`src/rtl/cfg_src_pkg.sv`:
```
package cfg_src_pkg;

  // leader clock generator phases
  typedef enum logic [1:0] {
    MG_ACTIVE = 2'd0,
    MG_TRAIL  = 2'd1,
    MG_IDLE   = 2'd2
  } mclk_state_e;

  // serial clock period in system clocks for a given half-period count
  function automatic int unsigned clk_period(input int unsigned div_half);
    return 2 * div_half;
  endfunction

  // true when a pointer value has moved past every stored bit
  function automatic logic at_end(input int unsigned ptr, input int unsigned depth);
    return ptr >= depth;
  endfunction

  // next pointer value for one permitted advance
  function automatic int unsigned next_ptr(input int unsigned ptr, input int unsigned depth);
    return (ptr >= depth) ? depth : ptr + 1;
  endfunction

endpackage

```
`src/rtl/cfg_por_seq.sv`:
```
module cfg_por_seq #(
  parameter int POR_CYCLES = 8,
  localparam int PW = (POR_CYCLES < 2) ? 1 : $clog2(POR_CYCLES)
) (
  input  logic clk,
  input  logic rst_n,
  input  logic cs_n_i,
  output logic ready_o,
  output logic leader_o
);

  logic [PW-1:0] cnt_q;
  logic          ready_q;
  logic          leader_q;

  always_ff @(posedge clk or negedge rst_n) begin
    if (!rst_n) begin
      cnt_q    <= '0;
      ready_q  <= 1'b0;
      leader_q <= 1'b0;
    end else if (!ready_q) begin
      if (cnt_q == PW'(POR_CYCLES - 1)) begin
        ready_q  <= 1'b1;
        leader_q <= !cs_n_i;
      end else begin
        cnt_q <= cnt_q + 1'b1;
      end
    end
  end

  assign ready_o  = ready_q;
  assign leader_o = leader_q;

endmodule

```
`src/rtl/cfg_mclk_gen.sv`:
```
module cfg_mclk_gen
  import cfg_src_pkg::*;
#(
  parameter int DIV_HALF   = 4,
  parameter int TRAIL_CLKS = 16,
  localparam int HW = $clog2(DIV_HALF + 1),
  localparam int TW = $clog2(TRAIL_CLKS + 1)
) (
  input  logic clk,
  input  logic rst_n,
  input  logic en_i,
  input  logic oe_i,
  input  logic cs_n_i,
  input  logic exhausted_i,
  output logic dclk_o,
  output logic rise_o,
  output logic idle_o,
  output logic trail_o
);

  mclk_state_e   st_q;
  logic [HW-1:0] hcnt_q;
  logic [TW-1:0] tcnt_q;
  logic          dclk_q;
  logic          run;
  logic          tick;
  logic          fall;

  assign run  = en_i && oe_i &&
                (((st_q == MG_ACTIVE) && !cs_n_i) || (st_q == MG_TRAIL));
  assign tick = run && (hcnt_q == HW'(DIV_HALF - 1));
  assign rise_o = tick && !dclk_q;
  assign fall   = tick && dclk_q;

  always_ff @(posedge clk or negedge rst_n) begin
    if (!rst_n) begin
      st_q   <= MG_ACTIVE;
      hcnt_q <= '0;
      tcnt_q <= '0;
      dclk_q <= 1'b0;
    end else if (!en_i || !oe_i) begin
      st_q   <= MG_ACTIVE;
      hcnt_q <= '0;
      tcnt_q <= '0;
      dclk_q <= 1'b0;
    end else begin
      case (st_q)
        MG_ACTIVE: begin
          if (cs_n_i && exhausted_i) begin
            st_q   <= MG_TRAIL;
            tcnt_q <= '0;
          end
        end
        MG_TRAIL: begin
          if (rise_o) tcnt_q <= tcnt_q + 1'b1;
          if (fall && (tcnt_q == TW'(TRAIL_CLKS))) st_q <= MG_IDLE;
        end
        default: st_q <= MG_IDLE;
      endcase
      if (run) begin
        if (tick) begin
          hcnt_q <= '0;
          dclk_q <= !dclk_q;
        end else begin
          hcnt_q <= hcnt_q + 1'b1;
        end
      end else begin
        hcnt_q <= '0;
        dclk_q <= 1'b0;
      end
    end
  end

  assign dclk_o  = dclk_q;
  assign idle_o  = (st_q == MG_IDLE);
  assign trail_o = (st_q == MG_TRAIL);

endmodule

```
`src/rtl/cfg_slv_edge.sv`:
```
module cfg_slv_edge (
  input  logic clk,
  input  logic rst_n,
  input  logic dclk_i,
  input  logic cs_n_i,
  output logic rise_ok_o
);

  // clock and select travel through matched stages
  logic [2:0] clk_pipe_q;
  logic [2:0] sel_pipe_q;

  always_ff @(posedge clk or negedge rst_n) begin
    if (!rst_n) begin
      clk_pipe_q <= '0;
      sel_pipe_q <= '1;
    end else begin
      clk_pipe_q <= {clk_pipe_q[1:0], dclk_i};
      sel_pipe_q <= {sel_pipe_q[1:0], cs_n_i};
    end
  end

  // the select level seen before the edge decides whether it counts
  assign rise_ok_o = clk_pipe_q[1] && !clk_pipe_q[2] && !sel_pipe_q[2];

endmodule

```
`src/rtl/cfg_bit_store.sv`:
```
module cfg_bit_store #(
  parameter int DEPTH = 64,
  localparam int AW = $clog2(DEPTH),
  localparam int CW = $clog2(DEPTH + 1)
) (
  input  logic          clk,
  input  logic          wr_en_i,
  input  logic [AW-1:0] wr_addr_i,
  input  logic          wr_bit_i,
  input  logic [CW-1:0] rd_addr_i,
  output logic          rd_bit_o
);

  logic [DEPTH-1:0] bits_q;

  always_ff @(posedge clk) begin
    if (wr_en_i && (int'(wr_addr_i) < DEPTH)) bits_q[wr_addr_i] <= wr_bit_i;
  end

  assign rd_bit_o = (int'(rd_addr_i) < DEPTH) ? bits_q[rd_addr_i[AW-1:0]] : 1'b0;

endmodule

```
`src/rtl/cfg_addr_ctr.sv`:
```
module cfg_addr_ctr
  import cfg_src_pkg::*;
#(
  parameter int DEPTH = 64,
  localparam int CW = $clog2(DEPTH + 1)
) (
  input  logic          clk,
  input  logic          rst_n,
  input  logic          live_i,
  input  logic          oe_i,
  input  logic          step_i,
  output logic [CW-1:0] addr_o,
  output logic          exhausted_o
);

  logic [CW-1:0] addr_q;

  assign exhausted_o = at_end(int'(addr_q), DEPTH);

  always_ff @(posedge clk or negedge rst_n) begin
    if (!rst_n) begin
      addr_q <= '0;
    end else if (!live_i || !oe_i) begin
      addr_q <= '0;
    end else if (step_i && !exhausted_o) begin
      addr_q <= CW'(next_ptr(int'(addr_q), DEPTH));
    end
  end

  assign addr_o = addr_q;

endmodule

```
`src/rtl/cfg_bitstream_src.sv`:
```
module cfg_bitstream_src #(
  parameter int DEPTH      = 64,
  parameter int DIV_HALF   = 4,
  parameter int TRAIL_CLKS = 16,
  parameter int POR_CYCLES = 8,
  localparam int AW = $clog2(DEPTH),
  localparam int CW = $clog2(DEPTH + 1)
) (
  input  logic          clk,
  input  logic          rst_n,
  input  logic          oe_i,
  input  logic          cs_n_i,
  input  logic          dclk_i,
  input  logic          wr_en_i,
  input  logic [AW-1:0] wr_addr_i,
  input  logic          wr_bit_i,
  output logic          data_o,
  output logic          data_oe_o,
  output logic          dclk_o,
  output logic          dclk_oe_o,
  output logic          casc_n_o,
  output logic          ready_o,
  output logic          done_o
);

  // named internal events, also watched by the checker
  logic          por_ready;
  logic          is_leader;
  logic          gen_en;
  logic          gen_dclk;
  logic          gen_rise;
  logic          gen_idle;
  logic          gen_trail;
  logic          fol_rise;
  logic          adv_step;
  logic          exhausted;
  logic [CW-1:0] cur_addr;
  logic          cur_bit;

  cfg_por_seq #(.POR_CYCLES(POR_CYCLES)) u_por (
    .clk      (clk),
    .rst_n    (rst_n),
    .cs_n_i   (cs_n_i),
    .ready_o  (por_ready),
    .leader_o (is_leader)
  );

  assign gen_en = por_ready && is_leader;

  cfg_mclk_gen #(.DIV_HALF(DIV_HALF), .TRAIL_CLKS(TRAIL_CLKS)) u_mclk (
    .clk         (clk),
    .rst_n       (rst_n),
    .en_i        (gen_en),
    .oe_i        (oe_i),
    .cs_n_i      (cs_n_i),
    .exhausted_i (exhausted),
    .dclk_o      (gen_dclk),
    .rise_o      (gen_rise),
    .idle_o      (gen_idle),
    .trail_o     (gen_trail)
  );

  cfg_slv_edge u_fol (
    .clk       (clk),
    .rst_n     (rst_n),
    .dclk_i    (dclk_i),
    .cs_n_i    (cs_n_i),
    .rise_ok_o (fol_rise)
  );

  assign adv_step = por_ready && (is_leader ? gen_rise : fol_rise);

  cfg_addr_ctr #(.DEPTH(DEPTH)) u_ctr (
    .clk         (clk),
    .rst_n       (rst_n),
    .live_i      (por_ready),
    .oe_i        (oe_i),
    .step_i      (adv_step),
    .addr_o      (cur_addr),
    .exhausted_o (exhausted)
  );

  cfg_bit_store #(.DEPTH(DEPTH)) u_store (
    .clk       (clk),
    .wr_en_i   (wr_en_i),
    .wr_addr_i (wr_addr_i),
    .wr_bit_i  (wr_bit_i),
    .rd_addr_i (cur_addr),
    .rd_bit_o  (cur_bit)
  );

  assign data_oe_o = por_ready && oe_i && !cs_n_i && !exhausted;
  assign data_o    = data_oe_o ? cur_bit : 1'b0;
  assign dclk_oe_o = gen_en;
  assign dclk_o    = gen_en ? gen_dclk : 1'b0;
  assign casc_n_o  = !exhausted;
  assign done_o    = exhausted;
  assign ready_o   = por_ready;

endmodule

```
`config.mk`:
```
export PLATFORM = sky130hd
export DESIGN_NAME = cfg_bitstream_src
export DESIGN_NICKNAME = d
export VERILOG_FILES = /design/src/rtl/cfg_src_pkg.sv /design/src/rtl/cfg_por_seq.sv /design/src/rtl/cfg_mclk_gen.sv /design/src/rtl/cfg_slv_edge.sv /design/src/rtl/cfg_bit_store.sv /design/src/rtl/cfg_addr_ctr.sv /design/src/rtl/cfg_bitstream_src.sv
export SDC_FILE = /design/constraint.sdc
export NUM_CORES = 1
export LEC_CHECK = 0
export ABC_AREA = 0
export BUFFER_PORTS_ARGS = -buffer_cell sky130_fd_sc_hd__buf_4
export CAP_MARGIN = 5
export CORE_ASPECT_RATIO = 0.8
export CORE_MARGIN = 2
export CORE_UTILIZATION = 55
export CTS_CLUSTER_DIAMETER = 150
export CTS_CLUSTER_SIZE = 30
export DETAILED_ROUTE_END_ITERATION = 8
export PLACE_DENSITY = 0.85
export RECOVER_POWER = 50
export SLEW_MARGIN = 25
export SYNTH_ARGS = -nofsm -noshare
export SYNTH_HDL_FRONTEND = slang
export SYNTH_SLANG_ARGS = --single-unit
```
`constraint.sdc`:
```
create_clock -name clk -period 2.41 [get_ports clk]
set_clock_uncertainty 0.15 [all_clocks]
set_input_delay 0.482 -clock clk [delete_from_list [all_inputs] [get_ports clk]]
set_output_delay 0.482 -clock clk [all_outputs]
set_load 0.01 [all_outputs]
```
======== Word level (Yosys, flattened, before mapping) ========
Cells that the tools add are included.
word-level totals
  flip-flop bits (word level) ............. 93
  latch bits .............................. 0
  RAM bits ................................ 0
  bits in read-only memories .............. 0
  input port bits ......................... 13
  output and inout port bits .............. 7
  word-level logic and storage cells ...... 93
  memories kept ........................... 0
operators by class
  add/sub/neg operators ................... 4
  multiply operators ...................... 0
  div/mod/pow operators ................... 0
  $lt $le $gt $ge ......................... 5
  equality and inequality tests ........... 8
  shift operators ......................... 0
  mux-type cells .......................... 28
  bitwise logic cells ..................... 2
  reductions and logical operators ........ 35
operators with widths
  cell                   number
  $bwmux W64             1
  $mux W7                3
  $logic_and A1 B1 Y1    17
  $mux W5                3
  $lt A6 B7 Y1 const B   2
  $mux W1                11
  $pmux W5 S2            1
  $mux W3                3
  $logic_not A1 Y1       8
  $add A7 B1 Y7 const B  1
  $ge A7 B7 Y1 const B   1
  $lt A7 B7 Y1 const B   1
  $add A3 B1 Y3 const B  2
  $bmux W1 S6            1
  $demux W1 S6           1
  $ge A6 B1 Y1 const B   1
  $mux W2                3
  $ne A3 B3 Y1 const B   2
  $reduce_and A2 Y1      3
  $add A5 B1 Y5 const B  1
  $eq A5 B5 Y1 const B   1
  $pmux W2 S2            1
  $eq A3 B2 Y1 const B   1
  $eq A3 B3 Y1 const B   1
  other kinds (9)        12

======== Longest topological paths before layout ========
  word-level depth ........................ 11
  mapped depth ............................ 7
  gate-level depth less buffers ........... 6

======== Modules after synthesis ========
Synthesis repeated with hierarchy kept, for this count alone.
second synthesis, totals
  cell total of the unflattened synthesis .. 322
  area, all modules ....................... 4,280.4 um^2
by module, submodules not included
  module             times used  cells an instance  area each (um^2)
  cfg_bit_store      1           200                2,896.5
  cfg_mclk_gen       1           56                 576.8
  cfg_addr_ctr       1           37                 365.4
  cfg_por_seq        1           15                 224.0
  cfg_slv_edge       1           7                  166.4
  cfg_bitstream_src  1           7                  51.3

======== Worst setup path before layout ========
No wires, ideal clock.
  path type ............................... register to output
  from .................................... register u_por.ready_q, in the netlist u_por.ready_o
  to ...................................... output port data_o
  arrival time ............................ 1.809 ns
  setup slack ............................. -0.031 ns
  stages on the path, launching flop included .. 5
  path buffers ............................ 0
  cell sequence ........................... dfrtp_1 > nor4bb_1 > o311ai_0 > a311oi_1 > a22o_1
on the way
  cells in the longest elaborated chain, start to end .. 4
RTL lines
  element                            RTL line                 text
  from (decl)                        cfg_por_seq.sv:13        logic ready_q;
  from (signal assigned)             cfg_por_seq.sv:19        ready_q <= 1'b0;
  from (signal assigned)             cfg_por_seq.sv:23        ready_q <= 1'b1;
  $logic_and A1 B1 Y1 (3 in series)  cfg_bitstream_src.sv:92  assign data_oe_o = por_ready && oe_i && !cs_n_i && !exhausted;
  named net data_oe_o                cfg_bitstream_src.sv:18  output logic data_oe_o,
  $mux W1                            cfg_bitstream_src.sv:93  assign data_o = data_oe_o ? cur_bit : 1'b0;
  to (decl)                          cfg_bitstream_src.sv:17  output logic data_o,
The timed path passes the listed nets, and every way through them passes these cells.

======== Final worst setup path ========
  from .................................... register u_ctr.addr_q[0], in the netlist u_ctr.addr_o[0]
  to ...................................... output port data_o
on the way
  cells in the longest elaborated chain, start to end .. 4
  elaborated cells on any way between the ends .. 8
RTL lines
  element                                                                   RTL line                                      text
  from (decl)                                                               cfg_addr_ctr.sv:16                            logic [CW-1:0] addr_q;
  from (signal assigned)                                                    cfg_addr_ctr.sv:26                            addr_q <= CW'(next_ptr(int'(addr_q), DEPTH));
  $bmux W1 S6 / $ge A7 B7 Y1 (equally long branches)                        cfg_bit_store.sv:20, cfg_src_pkg.sv:17
  $mux W1 (implied by the code) / $logic_not A1 Y1 (equally long branches)  cfg_bit_store.sv:20, cfg_bitstream_src.sv:92
  $mux W1 / $logic_and A1 B1 Y1 (equally long branches)                     cfg_bit_store.sv:20, cfg_bitstream_src.sv:92
  $mux W1 (*)                                                               cfg_bitstream_src.sv:93
Every way passes the cells marked *; elsewhere a longest branch is shown, timed or not. The select of a mux whose other input is x is not followed.

==> metrics <==
status=complete, but fails checks; violated checks=setup timing; hold path depth=1; worst-case reg-to-reg path depth=5; maximum clock rate=355 MHz; metal3 WL=732 um; Routed wire per std cell=around 18 um; slew margin rel.=between 30 and 40%; Worst EP required=approximately 1.8 ns; Area after DPL=approximately 0.0046 sq mm; Clk Latency, worst-skew pair=0.36 ns; H-tree depth=3; Total Die Area=around 0.0084 sq mm; max layer used=met4; Detail Placement HPWL=between 5000 and 6000 um; share of layout cells above drive strength 1=22.7%; P per Cell Area=a little under 600 mW/mm^2; row count=28; Tmin final=roughly 2.8 ns; CTS tree=yes; Cell Count, Final, Fillers Out=around 470; Post-synth EDFFs=64; Layout area overhead=13.5%; largest fanout on the critical path=7; CP Data Arrival Time=2.18 ns; Max Cap Viol=0; Bufs on Longest Clock Path=2; placed cells=between 400 and 500; Reg clk slew, reported paths=0.09 ns; Die Ht=between 80 and 90 um; number of buffers created by CTS=9; met2 wire length=4060 um; Syn Nets=344; multi-input logic area=about 0.0015 sq mm; DRT antenna net count=0; crit path launch type=flop; clk sinks=93; Max Slew Vio Count=0; CTS Root Cell=clkbuf_8; DRT Pass-1 Iters=5; Setup Viol. Count Final=1; Synth Register Bits=between 90 and 100; FF/Latch Area=~0.0027 sq mm; Max VDD drop=approximately 0.00049 V; worst setup margin=-0.405 ns; RSZ-0062 raised after global routing=true; met1 WL=3550 um; vias in the first global route=around 2700; LEAKAGE=between 1.5 and 2 nW; final hold vios=0; Die X=approximately 100 um; final WL=between 8000 and 9000 um; fin nets=~380; grt total ovfl=0; Synthesis Warnings=0; DR DRC count=0; Tcrit/Tclk final=117%; Slew @ Worst Pin=roughly 1.0 ns; vias per inst=slightly below 6; fillers=540; hold crit path type=primary input to flop; Placer Congestion=0.827; Initial Util=approximately 57%; antenna cells=0; IO buf count=19; initial antenna violation count=0; IO Count=20; Fin Hold WS=between 0.09 and 0.1 ns; largest net degree at the start of global routing=65; Core Footprint=0.00743 sq mm; sequential-to-total area share from yosys stat=62.7%; total track usage=roughly 22%; Crit. End Element=output pin; synthesized instance count=324; async set-or-reset flop fraction in the synthesized netlist=31.2%; DR iter-0 viols=roughly 310; vias post-DR=about 2700; Avg Inst Size Synth=roughly 13 sq um; critical path type=flop to output pin; Netlist cell types=48; global-route wire length before repair=13600 um; Design Area, Final=0.00479 sq mm; Post-synth top flop=edfxtp_1; cell area after synthesis=between 0.004 and 0.005 sq mm
[path summary, 6_finish.rpt]
kind / startpoint / slack, ns / to
min reg2reg: u_fol.sel_pipe_q[0] / 0.21 / u_fol.sel_pipe_q[1]
min in group asynchronous: rst_n / 0.54 / u_mclk.hcnt_q[2]
max reg2reg: u_por.leader_o / 0.23 / u_ctr.addr_o[0]
max: u_ctr.addr_o[0] / -0.41 / data_o
min: dclk_i / 0.1 / u_fol.clk_pipe_q[0]
max in group asynchronous: rst_n / 1.10 / u_ctr.addr_o[0]
[cell usage after synthesis (2+ instances only)]
| master | count | area, sq um |
|---|---|---|
| nand4_1 | 3 | 18.8 |
| mux4_2 | 15 | 338 |
| o311ai_1 | 2 | 17.5 |
| o21ai_0 | 2 | 10.0 |
| or3b_1 | 2 | 17.5 |
| a22oi_1 | 3 | 22.5 |
| a31oi_1 | 2 | 12.5 |
| nor2b_1 | 5 | 31.3 |
| or3_1 | 4 | 25.0 |
| ha_1 | 7 | 87.6 |
| nand2b_1 | 6 | 37.5 |
| inv_1 | 9 | 33.8 |
| or3b_2 | 2 | 17.5 |
| nor4bb_1 | 3 | 30.0 |
| and3_1 | 2 | 12.5 |
| mux2_2 | 2 | 22.5 |
| a21oi_1 | 8 | 40.0 |
| nand3_1 | 10 | 50.1 |
| or4_1 | 3 | 22.5 |
| dfstp_2 | 3 | 78.8 |
| and2_1 | 3 | 18.8 |
| xor2_1 | 4 | 35.0 |
| mux2i_1 | 7 | 70.1 |
| nand3b_1 | 4 | 30.0 |
| dfrtp_1 | 26 | 651 |
| nor3_1 | 3 | 15.0 |
| o31ai_1 | 4 | 30.0 |
| nor2_1 | 75 | 282 |
| edfxtp_1 | 64 | 1920 |
| clkbuf_1 | 14 | 52.6 |
| nand2_1 | 10 | 37.5 |
[kinds of logic after synthesis]
logic type	Yosys count	share of synthesized area [%]
adder cells (fa/ha/maj)	7	2.07
AO/OA/AOI/OAI	28	4.62
flip-flops	93	62.7
AND/OR/NAND/NOR	143	17.1
buffers and inverters	25	2.43
XOR/XNOR	4	0.829
multiplexers	24	10.2
[power breakdown]
part	total (mW)	switching [mW]	internal, mW
clock	0.925	0.524	0.401
sequential	1.73	0.00667	1.73
combinational	0.143	0.0894	0.0539
[layout make-up]
class / count / share of cell area [%]
timing repair buffer: 38 / 6.39
sequential: 93 / 55.3
clock buffer: 10 / 2.87
tap: 105 / 2.74
inverter: 9 / 0.705
multi-input combinational: 206 / 31.3
clock inverter: 6 / 0.731
[critical path, stage by stage, from the launching register on]
cell and delay [ns]:
dfrtp_1 0.41, buf_12 0.15, mux4_2 0.51, o32ai_2 0.22, a22oi_1 0.15, a22o_1 0.27, buf_6 0.12
[cells in the final DEF (no fill, tap or decap), types with 3 or more instances in the layout]
master    Yosys  layout
nand3_1      10      10
edfxtp_1     64      64
xor2_1        4       4
a21oi_1       8       8
nand2b_1      6       6
or4_1         3       3
or3_1         4       4
inv_1         9       9
clkbuf_8      0      10
ha_1          7       7
nand2_1      10      10
and2_1        3       3
o31ai_1       4       4
nor3_1        3       3
dfstp_2       3       3
nor2b_1       5       5
nand4_1       3       3
buf_4         0      29
nand3b_1      4       4
dfrtp_1      26      26
nor2_1       75      75
mux4_2       15      15
o311ai_1      2       3
mux2i_1       7       6
[timing repair]
| action | CTS | global route |
|---|---|---|
| setup endpoints to repair | 1 | 1 |
| hold endpoints to repair | 26 | 0 |
| buffers inserted | 0 | 0 |
| pin swaps | 0 | 0 |
| resized for setup | 7 | 2 |
| hold buffers | 1 | 0 |
[sequential cells by signal (all words and copies together) (netlist names)]
signal            flops
u_store.bits_q       64
u_ctr.addr_o          7
u_mclk.st_q           2
u_mclk.dclk_o         1
u_por.cnt_q           3
u_mclk.tcnt_q         5
u_fol.sel_pipe_q      3
u_por.ready_o         1
u_por.leader_o        1
u_mclk.hcnt_q         3
u_fol.clk_pipe_q      3
[per-stage QoR]
step / worst slack (ns) / setup TNS [ns] / power, mW / util, %
after detailed placement: -0.0589 / -0.0589 / 1.91 / 61.7
after floorplan: 0.0742 / 0 / 1.83 / -
after global routing: -0.480 / -0.480 / 2.91 / 64.6
after CTS: -0.413 / -0.413 / 2.82 / 64.6
final: -0.405 / -0.405 / 2.80 / 64.6
after global placement: -0.0171 / -0.0171 / 1.90 / 61.7
[metal layers]
layer / GRT usage (%) / vias up
met5: 0 / -
met2: 33.2 / 106
met4: 6.27 / 0
met3: 6.90 / 10
li1: - / 1265
met1: 31.6 / 1323
No activity file was read; power rests on OpenSTA's default activity.
